File: config.mk
export PLATFORM = sky130hd
export DESIGN_NAME = wstack_ctrl
export DESIGN_NICKNAME = d
export VERILOG_FILES = /design/src/rtl/wstk_pkg.sv /design/src/rtl/wstk_bytemem.sv /design/src/rtl/wstk_ptr.sv /design/src/rtl/wstk_ctrl_fsm.sv /design/src/rtl/wstack_ctrl.sv
export SDC_FILE = /design/constraint.sdc
export NUM_CORES = 2
export LEC_CHECK = 0
export CAP_MARGIN = 20
export CORE_MARGIN = 2
export CORE_UTILIZATION = 60
export CTS_CLUSTER_DIAMETER = 80
export DETAILED_ROUTE_END_ITERATION = 10
export DONT_BUFFER_PORTS = 1
export GPL_TIMING_DRIVEN = 1
export PLACE_DENSITY = 0.78
export SETUP_SLACK_MARGIN = 0.5
export SKIP_CTS_REPAIR_TIMING = 1
export SYNTH_ARGS = -nofsm -noshare
export SYNTH_HDL_FRONTEND = slang
export SYNTH_HIERARCHICAL = 1
export SYNTH_SLANG_ARGS = --single-unit
File: constraint.sdc
create_clock -name clk -period 5.6 [get_ports clk]
set_input_delay 0.56 -clock clk [delete_from_list [all_inputs] [get_ports clk]]
set_output_delay 0.56 -clock clk [all_outputs]
set_load 0.005 [all_outputs]
File: src/rtl/wstk_pkg.sv
package wstk_pkg;

    typedef enum logic [1:0] {
        OP_PUSH = 2'b00,
        OP_POP  = 2'b01,
        OP_LOAD = 2'b10,
        OP_NOP  = 2'b11
    } wstk_op_e;

    typedef enum logic [1:0] {
        ST_IDLE = 2'b00,
        ST_LO   = 2'b01,
        ST_HI   = 2'b10
    } wstk_state_e;

    localparam int unsigned WORD_BYTES = 2;
    localparam int unsigned WORD_W     = 8 * WORD_BYTES;

endpackage

File: src/rtl/wstk_bytemem.sv
module wstk_bytemem #(
    parameter int ADDR_W = 8
) (
    input  logic              clk,
    input  logic              we,
    input  logic [ADDR_W-1:0] addr,
    input  logic [7:0]        wdat,
    output logic [7:0]        rdat
);
    localparam int DEPTH = 1 << ADDR_W;

    logic [7:0] cells [DEPTH];

    always_ff @(posedge clk) begin
        if (we) begin
            cells[addr] <= wdat;
        end
    end

    assign rdat = cells[addr];

endmodule

File: src/rtl/wstk_ptr.sv
module wstk_ptr #(
    parameter int ADDR_W = 8,
    parameter int BASE   = 64,
    parameter int LIMIT  = 16
) (
    input  logic              clk,
    input  logic              rst_n,
    input  logic              upd,
    input  logic [ADDR_W-1:0] nxt,
    output logic [ADDR_W-1:0] sp,
    output logic [ADDR_W-1:0] sp_dn,
    output logic [ADDR_W-1:0] sp_up,
    output logic              at_base,
    output logic              push_blk
);
    import wstk_pkg::*;

    localparam logic [ADDR_W-1:0] BASE_A  = ADDR_W'(BASE);
    localparam logic [ADDR_W-1:0] LIMIT_A = ADDR_W'(LIMIT);
    localparam logic [ADDR_W-1:0] STEP    = ADDR_W'(WORD_BYTES);
    localparam logic [ADDR_W:0]   FLOOR   = {1'b0, LIMIT_A} + {1'b0, STEP};

    always_ff @(posedge clk) begin
        if (!rst_n) begin
            sp <= BASE_A;
        end else if (upd) begin
            sp <= nxt;
        end
    end

    always_comb begin
        sp_dn    = sp - STEP;
        sp_up    = sp + STEP;
        at_base  = (sp == BASE_A);
        push_blk = ({1'b0, sp} < FLOOR);
    end

    // the pointer stays word aligned
    a_r7_aligned: assert property (@(posedge clk) disable iff (!rst_n)
        sp[0] == 1'b0);

    // reset value of the pointer
    a_r1_reset_base: assert property (@(posedge clk)
        !rst_n |=> sp == BASE_A);

endmodule

File: src/rtl/wstk_ctrl_fsm.sv
module wstk_ctrl_fsm #(
    parameter int ADDR_W = 8
) (
    input  logic              clk,
    input  logic              rst_n,
    input  logic              cmd_valid,
    input  logic [1:0]        cmd_op,
    input  logic [15:0]       cmd_data,
    output logic              cmd_ready,
    input  logic [ADDR_W-1:0] sp,
    input  logic [ADDR_W-1:0] sp_dn,
    input  logic [ADDR_W-1:0] sp_up,
    input  logic              at_base,
    input  logic              push_blk,
    input  logic [7:0]        mem_rdat,
    output logic              mem_we,
    output logic [ADDR_W-1:0] mem_addr,
    output logic [7:0]        mem_wdat,
    output logic              sp_upd,
    output logic [ADDR_W-1:0] sp_nxt,
    output logic              rd_valid,
    output logic [15:0]       rd_data,
    output logic              ovf_flag,
    output logic              unf_flag
);
    import wstk_pkg::*;

    wstk_state_e state_q, state_d;
    wstk_op_e    op_q, op_in;
    logic [15:0] word_q;
    logic [7:0]  lo_q;
    logic        refuse_q;
    logic        accept;
    logic        wr_side;

    assign op_in  = wstk_op_e'(cmd_op);
    assign accept = (state_q == ST_IDLE) && cmd_valid;

    // state register
    always_ff @(posedge clk) begin
        if (!rst_n) begin
            state_q <= ST_IDLE;
        end else begin
            state_q <= state_d;
        end
    end

    // transitions
    always_comb begin
        state_d = state_q;
        unique case (state_q)
            ST_IDLE: if (cmd_valid) state_d = ST_LO;
            ST_LO:   state_d = ST_HI;
            ST_HI:   state_d = ST_IDLE;
            default: state_d = ST_IDLE;
        endcase
    end

    // command capture and low-byte holding
    always_ff @(posedge clk) begin
        if (!rst_n) begin
            op_q     <= OP_NOP;
            word_q   <= '0;
            refuse_q <= 1'b0;
            lo_q     <= '0;
        end else begin
            if (accept) begin
                op_q     <= op_in;
                word_q   <= cmd_data;
                refuse_q <= ((op_in == OP_PUSH) && push_blk) ||
                            ((op_in == OP_POP)  && at_base);
            end
            if (state_q == ST_LO) begin
                lo_q <= mem_rdat;
            end
        end
    end

    // registered outcome strobes
    always_ff @(posedge clk) begin
        if (!rst_n) begin
            rd_valid <= 1'b0;
            rd_data  <= '0;
            ovf_flag <= 1'b0;
            unf_flag <= 1'b0;
        end else begin
            rd_valid <= 1'b0;
            ovf_flag <= 1'b0;
            unf_flag <= 1'b0;
            if (state_q == ST_HI) begin
                unique case (op_q)
                    OP_POP: begin
                        if (refuse_q) begin
                            unf_flag <= 1'b1;
                        end else begin
                            rd_valid <= 1'b1;
                            rd_data  <= {mem_rdat, lo_q};
                        end
                    end
                    OP_PUSH: begin
                        if (refuse_q) ovf_flag <= 1'b1;
                    end
                    default: ;
                endcase
            end
        end
    end

    // memory and pointer steering
    always_comb begin
        cmd_ready = (state_q == ST_IDLE);
        wr_side   = (op_q == OP_PUSH);
        mem_addr  = (wr_side ? sp_dn : sp) + ADDR_W'(state_q == ST_HI);
        mem_we    = wr_side && !refuse_q && (state_q != ST_IDLE);
        mem_wdat  = (state_q == ST_HI) ? word_q[15:8] : word_q[7:0];
        sp_upd    = (state_q == ST_HI) && !refuse_q && (op_q != OP_NOP);
        unique case (op_q)
            OP_PUSH: sp_nxt = sp_dn;
            OP_POP:  sp_nxt = sp_up;
            OP_LOAD: sp_nxt = {word_q[ADDR_W-1:1], 1'b0};
            default: sp_nxt = sp;
        endcase
    end

    // two busy cycles follow every acceptance
    a_r8_busy_first: assert property (@(posedge clk) disable iff (!rst_n)
        (cmd_valid && cmd_ready) |=> !cmd_ready);

    a_r8_busy_second: assert property (@(posedge clk) disable iff (!rst_n)
        (!cmd_ready && $past(cmd_ready)) |=> !cmd_ready);

    a_r8_back_idle: assert property (@(posedge clk) disable iff (!rst_n)
        (!cmd_ready && !$past(cmd_ready)) |=> cmd_ready);

    // outcome strobes are exclusive
    a_r10_one_strobe: assert property (@(posedge clk) disable iff (!rst_n)
        $onehot0({rd_valid, ovf_flag, unf_flag}));

    // strobes only right after the last busy cycle
    a_r8_strobe_time: assert property (@(posedge clk) disable iff (!rst_n)
        (rd_valid || ovf_flag || unf_flag) |-> (cmd_ready && !$past(cmd_ready)));

endmodule

File: src/rtl/wstack_ctrl.sv
module wstack_ctrl #(
    parameter int ADDR_W = 8,
    parameter int BASE   = 64,
    parameter int LIMIT  = 16
) (
    input  logic              clk,
    input  logic              rst_n,
    input  logic              cmd_valid,
    output logic              cmd_ready,
    input  logic [1:0]        cmd_op,
    input  logic [15:0]       cmd_data,
    output logic              rd_valid,
    output logic [15:0]       rd_data,
    output logic [ADDR_W-1:0] sp,
    output logic              empty,
    output logic              ovf_flag,
    output logic              unf_flag
);
    logic [ADDR_W-1:0] sp_dn, sp_up, sp_nxt, mem_addr;
    logic              at_base, push_blk, sp_upd, mem_we;
    logic [7:0]        mem_wdat, mem_rdat;

    wstk_ptr #(.ADDR_W(ADDR_W), .BASE(BASE), .LIMIT(LIMIT)) u_ptr (
        .clk      (clk),
        .rst_n    (rst_n),
        .upd      (sp_upd),
        .nxt      (sp_nxt),
        .sp       (sp),
        .sp_dn    (sp_dn),
        .sp_up    (sp_up),
        .at_base  (at_base),
        .push_blk (push_blk)
    );

    wstk_bytemem #(.ADDR_W(ADDR_W)) u_mem (
        .clk  (clk),
        .we   (mem_we),
        .addr (mem_addr),
        .wdat (mem_wdat),
        .rdat (mem_rdat)
    );

    wstk_ctrl_fsm #(.ADDR_W(ADDR_W)) u_fsm (
        .clk       (clk),
        .rst_n     (rst_n),
        .cmd_valid (cmd_valid),
        .cmd_op    (cmd_op),
        .cmd_data  (cmd_data),
        .cmd_ready (cmd_ready),
        .sp        (sp),
        .sp_dn     (sp_dn),
        .sp_up     (sp_up),
        .at_base   (at_base),
        .push_blk  (push_blk),
        .mem_rdat  (mem_rdat),
        .mem_we    (mem_we),
        .mem_addr  (mem_addr),
        .mem_wdat  (mem_wdat),
        .sp_upd    (sp_upd),
        .sp_nxt    (sp_nxt),
        .rd_valid  (rd_valid),
        .rd_data   (rd_data),
        .ovf_flag  (ovf_flag),
        .unf_flag  (unf_flag)
    );

    assign empty = at_base;

    // a returned word raises the pointer by one word
    a_r3_pop_step: assert property (@(posedge clk) disable iff (!rst_n)
        rd_valid |-> sp == ADDR_W'($past(sp) + ADDR_W'(2)));

    // refused push keeps the pointer
    a_r4_ovf_hold: assert property (@(posedge clk) disable iff (!rst_n)
        ovf_flag |-> sp == $past(sp));

    // refused pop keeps the pointer, and only happens at the base
    a_r5_unf_hold: assert property (@(posedge clk) disable iff (!rst_n)
        unf_flag |-> (sp == $past(sp)) && empty);

    // pointer never moves while a command is being accepted or idle
    a_r8_sp_quiet: assert property (@(posedge clk) disable iff (!rst_n)
        ($past(cmd_ready) && $past(rst_n)) |-> $stable(sp));

endmodule

==> flow_summary.ini <==
[synth]
synth_edf_count = 2048
ys_ff_latch = 2104
syn_avg_cell_area_um2 = 20.9
netlist_area_um2 = 81300
synthCells = 3894
synthDistinctLibCells = 43
yosys_warnings = 6
syn_nets = 3919
ys_seq_area_share_pct = 77.0
synth_ff_type = edfxtp_1
synthArstFlopShare_pct = 0

[final_layout]
drive_gt1_share_pct = 24.9
layout.nets = 4077
final_core_utilization_pct = 67.5
syn_to_final_growth_pct = 12.1
post-route-cell-area_um2 = 91100
fin_cells = 6010

[setup_path]
end_kind = flop
cpMostUsedCell = xor2_1
crit_chain = inv_1, ha_1, xor2_1, nand4bb_1, o22ai_1, o21ai_1, xor2_1, and2_1, nand2_1, nor2_1
critical-path-top-delay-family = simple AND/OR/NAND/NOR gates
worst-path-buf-inv = 1
slowest_stage = nor2_1
cp.arrival_ns = 5.68
cp.required_ns = 6.05
start_kind = flop
path_class = flop to flop
crit_fanout = 16
crit_path_max_incr_delay_ns = 0.91

[floorplan]
coreArea_um2 = 135000
rows = 135
dieHeight_um = 372
boundaryPins = 50
start_util_pct = 60.2
dieArea_um2 = 138000
die_w_um = 372

[route]
avgRoutedWirePerCell_um = 33.6
drt_wl_total_um = 202000
remaining_drc_errors = 0
antenna_left = 0
vias = 41902
drtIter0Drc = 6262
vias_per_cell = 6.97
drt-pass1-iter-count = 6

[sta]
max_freq_mhz = 191
fin_tns_setup_ns = 0
slew_violations = 0
rsz0062_at_grt = true
fin_crit_ns = 5.23
tightest_slew_ns = 1.11
fin_ws_ns = 0.367
slew_headroom_pct = 26.1
fin_skew_ns = 0.0268
setup-violations-final = 0
worst_hold_slack_ns = 0.00904
hold_viol_final = 0
fin_crit_sh_pct = 93.5

[min_path]
hold_path.class = input port to flop

[power_and_ir_drop]
intPower_mw = 25.4
ir_drop_uv = 313
leakagePower_nw = 27.9
power_mw = 32.1
p_sw_mw = 6.76
p_comb_share_pct = 4.2
seqPwrFrac_pct = 54.1
power_density_nw_per_um2 = 353
netSwitchingFraction_pct = 21.1
p_clk_share_pct = 41.7

[global_route]
grt_pass1_vias = 41557
grt.overflow.total = 0
antenna_found_initial = 8
track_usage_pct = 29.5
grt_pass1_wl_um = 292000
grt_max_degree = 161

[place]
placed_cell_area_um2 = 84100
dpl.hpwl_um = 116000
place_ws_ns = 0.414
place.gp.congestion = 0.926
numPlacedInstances = 5600
io_buffers = 0

[clock_tree]
cts_root_buf = clkbuf_16
numCtsBuffers = 197
cts_tree = built
cts.path.max_buffers = 3
numClockSinks = 2104
path_clk_slew_ns = 0.06
cts_htree_levels = 4
clk_latency_ns = 0.83

[outcome]
status = completed

[job]
max_cap_viol_count = 0
==> worst paths after layout <==
path,cells after the start,start,end,slack (ns)
max reg2reg,10,u_ptr/sp[1]$_SDFFE_PN0P_,u_mem/cells[228][1]$_DFFE_PP_,0.37
min reg2reg,2,u_fsm/word_q[15]$_SDFFE_PN0P_,u_fsm/word_q[15]$_SDFFE_PN0P_,0.47
min,2,rst_n,u_ptr/sp[6]$_SDFFE_PN1P_,0.009
max,10,u_ptr/sp[1]$_SDFFE_PN0P_,u_mem/cells[228][1]$_DFFE_PP_,0.37
==> power groups by stage <==
stage	clock (mW)	combinational [mW]	sequential, mW
detailed placement	0	1.27	17.7
floorplan	0	0.764	17.8
CTS	13.5	1.29	17.4
finish	13.4	1.35	17.4
global placement	0	1.24	17.7
global route	14.1	1.41	17.4
==> routing by layer <==
layer | vias up | track usage, % | wire (µm)
met1 | 21611 | 40.3 | 70600
met5 | - | 0 | 35
met3 | 510 | 7.48 | 25200
met4 | 6 | 11.9 | 8590
met2 | 3235 | 46.2 | 97700
li1 | 16540 | - | -
==> cells in the mapped netlist (26+ instances only) <==
master    instances  share of area (%)
mux4_2          519                 14
o41ai_1          32               0.34
nand2_1         147               0.68
a21boi_0         27               0.25
a22oi_1         256                2.4
nor3_1           32               0.20
a21oi_1         130               0.80
clkbuf_1        153               0.71
nor2_1          241                1.1
edfxtp_1       2048                 76
nand3_1          26               0.16
buf_2            45               0.28
dfxtp_1          56                1.4
==> registers in the layout, summed over array words and instances (netlist names) <==
name,cells
u_fsm/lo_q,8
u_fsm/refuse_q,1
u_fsm/ovf_flag,1
u_ptr/sp,8
u_mem/cells,2048
u_fsm/word_q,16
u_fsm/rd_valid,1
u_fsm/rd_data,16
u_fsm/op_q,2
u_fsm/state_q,2
u_fsm/unf_flag,1
==> cell families after synthesis <==
logic type | Yosys count | share of synthesized area, %
AND/OR/NAND/NOR | 504 | 2.65
multiplexers | 534 | 14.6
AO/OA/AOI/OAI | 466 | 3.94
flip-flops | 2104 | 77.0
buffers and inverters | 265 | 1.58
adder cells (fa/ha/maj) | 4 | 0.0616
XOR/XNOR | 17 | 0.183
==> placed cells by master, fill, tap and decap left out, types with 9 or more instances in the layout <==
master and n:
nand3_1 26, nor2_1 225, nand2_1 139, a22oi_1 255, a21boi_1 13, buf_12 35
mux4_2 519, dfxtp_1 56, clkbuf_1 36, nor2b_1 15, xor2_1 9, clkbuf_16 198
clkinv_2 44, a21oi_1 130, o41ai_1 28, buf_4 162, nor3_1 31, clkinv_1 44
nor2_2 15, dlygate4sd3_1 19, a21boi_0 27, edfxtp_1 2048, mux2i_1 15, bufinv_16 22
==> final cells by class <==
cell class	instances	area, µm²
Inverter	5	18.8
Multi-Input combinational cell	1525	17600
Fill cell	7818	43800
Clock inverter	132	1360
Sequential cell	2104	62600
Tap cell	1781	2230
Antenna cell	8	20.0
Timing Repair Buffer	219	2170
Clock buffer	236	5120
==> worst reg2reg max path: cells and delay by family, from the launching register on <==
| kind | cells | cell delay, ns |
|---|---|---|
| simple gates | 4 | 2.40 |
| compound gates | 2 | 0.44 |
| buf+inv | 1 | 0.20 |
| fa+ha+maj | 1 | 0.28 |
| xor+xnor | 2 | 0.93 |
| flops | 1 | 0.59 |
No activity file was read; power rests on OpenSTA's default activity.
